[src/rtl/gpio_irq_pkg.sv]
package gpio_irq_pkg;
    localparam int BUS_W    = 32;
    localparam int MAX_PINS = 32;

    typedef enum logic [2:0] {
        W_LEVEL = 3'd0,
        W_DIR   = 3'd1,
        W_IEN   = 3'd2,
        W_STS   = 3'd3,
        W_PEND  = 3'd4,
        W_CLR   = 3'd5,
        W_MODE  = 3'd6,
        W_POL   = 3'd7
    } word_e;
endpackage

[src/rtl/gpio_sync.sv]
module gpio_sync #(
    parameter int NPINS = 24
) (
    input  logic             clk,
    input  logic             rst,
    input  logic [NPINS-1:0] pin_in,
    output logic [NPINS-1:0] cur_o,
    output logic [NPINS-1:0] prev_o
);
    typedef struct packed {
        logic [NPINS-1:0] meta;
        logic [NPINS-1:0] cur;
        logic [NPINS-1:0] prev;
    } sync_t;

    sync_t sync_d, sync_q;

    always_comb begin
        sync_d      = sync_q;
        sync_d.meta = pin_in;
        sync_d.cur  = sync_q.meta;
        sync_d.prev = sync_q.cur;
    end

    always_ff @(posedge clk) begin
        if (rst) sync_q <= '0;
        else     sync_q <= sync_d;
    end

    assign cur_o  = sync_q.cur;
    assign prev_o = sync_q.prev;
endmodule

[src/rtl/gpio_detect.sv]
module gpio_detect #(
    parameter int NPINS = 24
) (
    input  logic [NPINS-1:0] cur,
    input  logic [NPINS-1:0] prev,
    input  logic [NPINS-1:0] mode,
    input  logic [NPINS-1:0] pol,
    output logic [NPINS-1:0] evt
);
    for (genvar g = 0; g < NPINS; g++) begin : g_pin
        logic rise, fall, lvl;
        always_comb begin
            rise = cur[g] & ~prev[g];
            fall = ~cur[g] & prev[g];
            lvl  = pol[g] ? cur[g] : ~cur[g];
            if (mode[g]) evt[g] = pol[g] ? fall : rise;
            else         evt[g] = lvl;
        end
    end
endmodule

[src/rtl/gpio_regs.sv]
module gpio_regs
    import gpio_irq_pkg::*;
#(
    parameter int NPINS = 24
) (
    input  logic             clk,
    input  logic             rst,
    input  logic             bus_sel,
    input  logic             bus_we,
    input  logic [2:0]       bus_word,
    input  logic [BUS_W-1:0] bus_wdata,
    output logic [BUS_W-1:0] bus_rdata,
    input  logic [NPINS-1:0] pin_lvl,
    input  logic [NPINS-1:0] evt,
    output logic [NPINS-1:0] dout,
    output logic [NPINS-1:0] dir,
    output logic [NPINS-1:0] ien,
    output logic [NPINS-1:0] sts,
    output logic [NPINS-1:0] mode,
    output logic [NPINS-1:0] pol
);
    typedef struct packed {
        logic [NPINS-1:0] dout;
        logic [NPINS-1:0] dir;
        logic [NPINS-1:0] ien;
        logic [NPINS-1:0] sts;
        logic [NPINS-1:0] mode;
        logic [NPINS-1:0] pol;
    } regs_t;

    regs_t            regs_d, regs_q;
    word_e            word;
    logic [NPINS-1:0] wd;
    logic [NPINS-1:0] clr_mask;
    logic [NPINS-1:0] rd_w;
    logic             unused_hi;

    assign word      = word_e'(bus_word);
    assign wd        = bus_wdata[NPINS-1:0];
    assign unused_hi = ^bus_wdata;

    always_comb begin
        regs_d   = regs_q;
        clr_mask = '0;
        if (bus_sel && bus_we) begin
            case (word)
                W_LEVEL: regs_d.dout = wd;
                W_DIR:   regs_d.dir  = wd;
                W_IEN:   regs_d.ien  = wd;
                W_MODE:  regs_d.mode = wd;
                W_POL:   regs_d.pol  = wd;
                W_CLR:   clr_mask    = wd;
                default: ;
            endcase
        end
        regs_d.sts = (regs_q.sts & ~clr_mask) | evt;
    end

    always_ff @(posedge clk) begin
        if (rst) begin
            regs_q      <= '0;
            regs_q.dir  <= '1;
        end else begin
            regs_q <= regs_d;
        end
    end

    always_comb begin
        case (word)
            W_LEVEL: rd_w = pin_lvl;
            W_DIR:   rd_w = regs_q.dir;
            W_IEN:   rd_w = regs_q.ien;
            W_STS:   rd_w = regs_q.sts;
            W_PEND:  rd_w = regs_q.sts & regs_q.ien;
            W_MODE:  rd_w = regs_q.mode;
            W_POL:   rd_w = regs_q.pol;
            default: rd_w = '0;
        endcase
    end

    assign bus_rdata = BUS_W'(rd_w);
    assign dout      = regs_q.dout;
    assign dir       = regs_q.dir;
    assign ien       = regs_q.ien;
    assign sts       = regs_q.sts;
    assign mode      = regs_q.mode;
    assign pol       = regs_q.pol;
endmodule

[src/rtl/gpio_irq_unit.sv]
module gpio_irq_unit
    import gpio_irq_pkg::*;
#(
    parameter int NPINS = 24
) (
    input  logic             clk,
    input  logic             rst,
    input  logic             bus_sel,
    input  logic             bus_we,
    input  logic [2:0]       bus_word,
    input  logic [31:0]      bus_wdata,
    output logic [31:0]      bus_rdata,
    input  logic [NPINS-1:0] pin_in,
    output logic [NPINS-1:0] pin_out,
    output logic [NPINS-1:0] pin_oe,
    output logic             irq_o
);
    logic [NPINS-1:0] cur_w, prev_w, evt_w;
    logic [NPINS-1:0] dir_w, ien_w, sts_w, mode_w, pol_w;

    gpio_sync #(.NPINS(NPINS)) u_sync (
        .clk(clk), .rst(rst), .pin_in(pin_in),
        .cur_o(cur_w), .prev_o(prev_w)
    );

    gpio_detect #(.NPINS(NPINS)) u_det (
        .cur(cur_w), .prev(prev_w), .mode(mode_w), .pol(pol_w), .evt(evt_w)
    );

    gpio_regs #(.NPINS(NPINS)) u_regs (
        .clk(clk), .rst(rst),
        .bus_sel(bus_sel), .bus_we(bus_we), .bus_word(bus_word),
        .bus_wdata(bus_wdata), .bus_rdata(bus_rdata),
        .pin_lvl(cur_w), .evt(evt_w),
        .dout(pin_out), .dir(dir_w), .ien(ien_w), .sts(sts_w),
        .mode(mode_w), .pol(pol_w)
    );

    assign pin_oe = ~dir_w;
    assign irq_o  = |(sts_w & ien_w);
endmodule

[config.mk]
export PLATFORM = sky130hd
export DESIGN_NAME = gpio_irq_unit
export DESIGN_NICKNAME = d
export VERILOG_FILES = /design/src/rtl/gpio_irq_pkg.sv /design/src/rtl/gpio_sync.sv /design/src/rtl/gpio_detect.sv /design/src/rtl/gpio_regs.sv /design/src/rtl/gpio_irq_unit.sv
export SDC_FILE = /design/constraint.sdc
export NUM_CORES = 1
export LEC_CHECK = 0
export BUFFER_PORTS_ARGS = -buffer_cell sky130_fd_sc_hd__buf_2
export CORE_ASPECT_RATIO = 0.5
export CORE_MARGIN = 5
export CORE_UTILIZATION = 45
export CTS_BUF_LIST = sky130_fd_sc_hd__clkbuf_2
export DETAILED_ROUTE_END_ITERATION = 7
export SLEW_MARGIN = 20
export SYNTH_ARGS = -nofsm -noshare
export SYNTH_HDL_FRONTEND = slang
export SYNTH_HIERARCHICAL = 1
export SYNTH_SLANG_ARGS = --single-unit
[constraint.sdc]
create_clock -name clk -period 3.2 [get_ports clk]
set_input_delay 0.32 -clock clk [delete_from_list [all_inputs] [get_ports clk]]
set_output_delay 0.32 -clock clk [all_outputs]
set_load 0.01 [all_outputs]
==> impl_metrics.py <==
metrics = {
    "power_and_ir_drop": {
        "power_density_nw_per_um2": 436,
        "comb_power_share_pct": 12.7,
        "p_leak_nw": 5.05,
        "pwr-share-seq_pct": 54.7,
        "ir_worst_vdd_mv": 0.159,
        "power.switching_mw": 1.59,
        "p_clk_share_pct": 32.6,
        "internal-power_mw": 3.62,
        "netSwitchingFraction_pct": 30.4,
    },
    "cells_and_area": {
        "layout-drive-gt1-share_pct": 17.7,
        "multi_input_area_um2": 5080,
        "fillers": 2219,
        "syn2layout_area_growth_pct": 15.2,
        "fin_cells": 1681,
        "design_area_um2": 12000,
        "final_util_pct": 52.6,
        "nNetsFinal": 1399,
        "seq_area_um2": 4320,
    },
    "sta": {
        "max_freq_mhz": 378,
        "maxSlewViolCount": 0,
        "clock_skew_ps": 23.1,
        "tightest_slew_ps": 811,
        "finalSetupViolCount": 0,
        "hold_viol_final": 0,
        "whs_ps": 105,
        "max-slew-margin-rel_pct": 45.7,
        "grt_setup_unrepaired": "false",
        "period_share_pct": 82.6,
        "final.setup.tns_ps": 0,
        "fin_crit_ps": 2640,
    },
    "hold_path": {
        "hold_depth": 4,
        "hold_start": "bus_word[2]",
        "hp-class": "input port to flip-flop",
        "min_to": "u_regs/sts[9]",
    },
    "routing": {
        "drtIter0Drc": 1095,
        "drtPass1Iterations": 5,
        "wl_per_cell_um": 20.7,
        "finalWirelength_um": 34800,
        "drtAntennaViolNets": 0,
        "vias": 9886,
        "route.detailed.drc": 0,
        "viasPerCell": 5.88,
    },
    "die": {
        "dieWidth_um": 225,
        "initial_core_util_pct": 45.6,
        "io_pins": 144,
        "die_y_um": 117,
        "core_area_um2": 22700,
        "rows": 39,
        "dieArea_um2": 26400,
    },
    "flow_run": {
        "drv_cap": 0,
    },
    "worst_setup_path": {
        "endpoint_kind": "output pin",
        "crit_type": "flip-flop to output pin",
        "r2r_slack_ps": 2080,
        "r2r_start": "u_sync/cur_o[20]",
        "critical_path_required_ps": 2880,
        "startpoint_type": "flip-flop",
        "rr_endpoint": "u_regs/sts[20]",
        "worst-r2r-cell-count": 4,
        "worst_ep_arrival_time_ps": 2320,
        "path_max_fanout": 4,
    },
    "clock_tree": {
        "clkSinkCount": 216,
        "htree_levels": 2,
        "clk_path_buf_depth": 3,
        "cts_resized": 0,
        "worstSkewPairLatency_ps": 820,
        "tritoncts.num_buffers": 49,
        "clkTransAtPathRegs_ps": 130,
        "clockRootBuffer": "clkbuf_2",
        "cts_tree": "built",
    },
    "synthesis": {
        "seq_area_frac_synth_pct": 41.7,
        "yosysMostFrequentCell": "dfxtp_1",
        "synth_area_leaders": "dfxtp_1, a21oi_1, nand3_1",
        "synth_top_cell_by_area": "dfxtp_1",
        "synth_commonest_cells": "dfxtp_1, a21oi_1, nand3_1, o21ai_0, nor2b_1",
        "synthFlopType": "dfxtp_1",
        "synthArstFlopShare_pct": 0,
        "synth_top_cell_area_share_pct": 41.7,
        "syn_area_um2": 10400,
        "synthCells": 1190,
        "ys_types": 38,
        "ys_ff_latch": 216,
        "ys_warn_count": 6,
        "avgSynthCellArea_um2": 8.72,
        "synth_edf_count": 0,
    },
    "global_routing": {
        "track_usage_pct": 25.0,
        "grt_max_degree": 92,
        "grt-ovfl-total": 0,
        "grt_pass1_wl_um": 52400,
        "antenna_found_initial": 3,
        "grt_pass1_vias": 9212,
    },
    "placement": {
        "placed_cell_area_um2": 10900,
        "gp_congestion": 0.883,
        "placed_cells": 1527,
        "numPortBuffers": 127,
        "dp_hpwl_um": 22600,
    },
    "run_status": {
        "outcome": "finished, final reports clean",
    },
}
flip-flops by register name, indices dropped and copies added (netlist names):
register,count
u_regs/dir,24
u_regs/dout,24
u_regs/ien,24
u_regs/mode,24
u_regs/pol,24
u_regs/sts,24
u_sync/cur_o,24
u_sync/prev_o,24
u_sync/sync_d,24
cell usage in the layout, fill, tap and decap left out, types with 2 or more instances in the layout:
master	n
a211o_1	24
nor2b_1	73
nand3b_1	52
nand2b_1	30
buf_4	29
a22oi_1	27
a32oi_1	24
dfxtp_1	216
mux2i_1	23
and2_1	2
nand4_1	3
a2bb2oi_1	16
and3b_1	17
o2bb2ai_1	5
buf_12	3
dlygate4sd3_1	65
a21oi_1	144
o221ai_1	16
diode_2	3
o21ai_1	6
nand3_1	128
or2_2	2
and3_1	25
clkinv_1	14
nand2_1	5
o21ba_1	24
o21ai_0	116
clkbuf_2	71
inv_1	49
a22o_1	7
a221o_1	7
conb_1	8
buf_2	126
stage by stage:
stage,worst slack (ps),total power [mW]
after global routing,449,5.48
after CTS,546,5.25
after floorplan,1560,3.28
after global placement,781,3.48
after detailed placement,736,3.49
final,556,5.21
cell families (layout without fill, tap and decap cells):
kind of cell    after synthesis  in the layout  share of synthesized area [%]
compound gates              418            418                           25.7
buf+inv                     185            359                           9.81
simple gates                346            346                           20.3
other cells                   1             11                         0.0361
flops                       216            216                           41.7
mux                          24             24                           2.44
power groups by stage:
stage	sequential (mW)	clock, mW	combinational (mW)
after floorplan	2.87	0	0.411
after global placement	2.90	0	0.580
after detailed placement	2.91	0	0.589
after CTS	2.84	1.75	0.650
after global routing	2.86	1.92	0.705
final	2.85	1.70	0.663
worst max path at each step:
stage                   startpoint            end  cells after the start
finish              u_regs/ien[10]          irq_o                      4
global route        u_regs/sts[10]          irq_o                      4
CTS                 u_regs/ien[10]          irq_o                      4
detailed placement     bus_word[1]   bus_rdata[9]                      6
global placement       bus_word[1]   bus_rdata[9]                      6
floorplan              bus_word[1]  bus_rdata[13]                      5
area by class of cell:
cell class / count / area share, %
inverter: 49 / 1.54
timing repair buffer: 224 / 13.1
antenna: 3 / 0.0628
sequential: 216 / 36.2
tap: 307 / 3.21
clock inverter: 15 / 0.471
multi-input combinational: 796 / 42.5
clock buffer: 71 / 2.97
routing by layer:
metal	track usage, %	share of wire [%]	vias to the layer above
met4	6.39	1.6	0
li1	-	-	4594
met3	7.44	11	53
met2	36.0	43	468
met5	0	0	-
met1	36.4	45	4771
critical path, cell delays in order, from the launching register on:
cell and delay [ps]:
dfxtp_1 370, a22oi_1 370, nand4_1 180, or3_1 430, buf_2 160
timing repair:
item / 4_1_cts / 5_1_grt
hold buffers: 65 / 0
endpoints found under the hold margin: 190 / 0
setup buffers: 0 / 0
No activity file was read; power rests on OpenSTA's default activity.
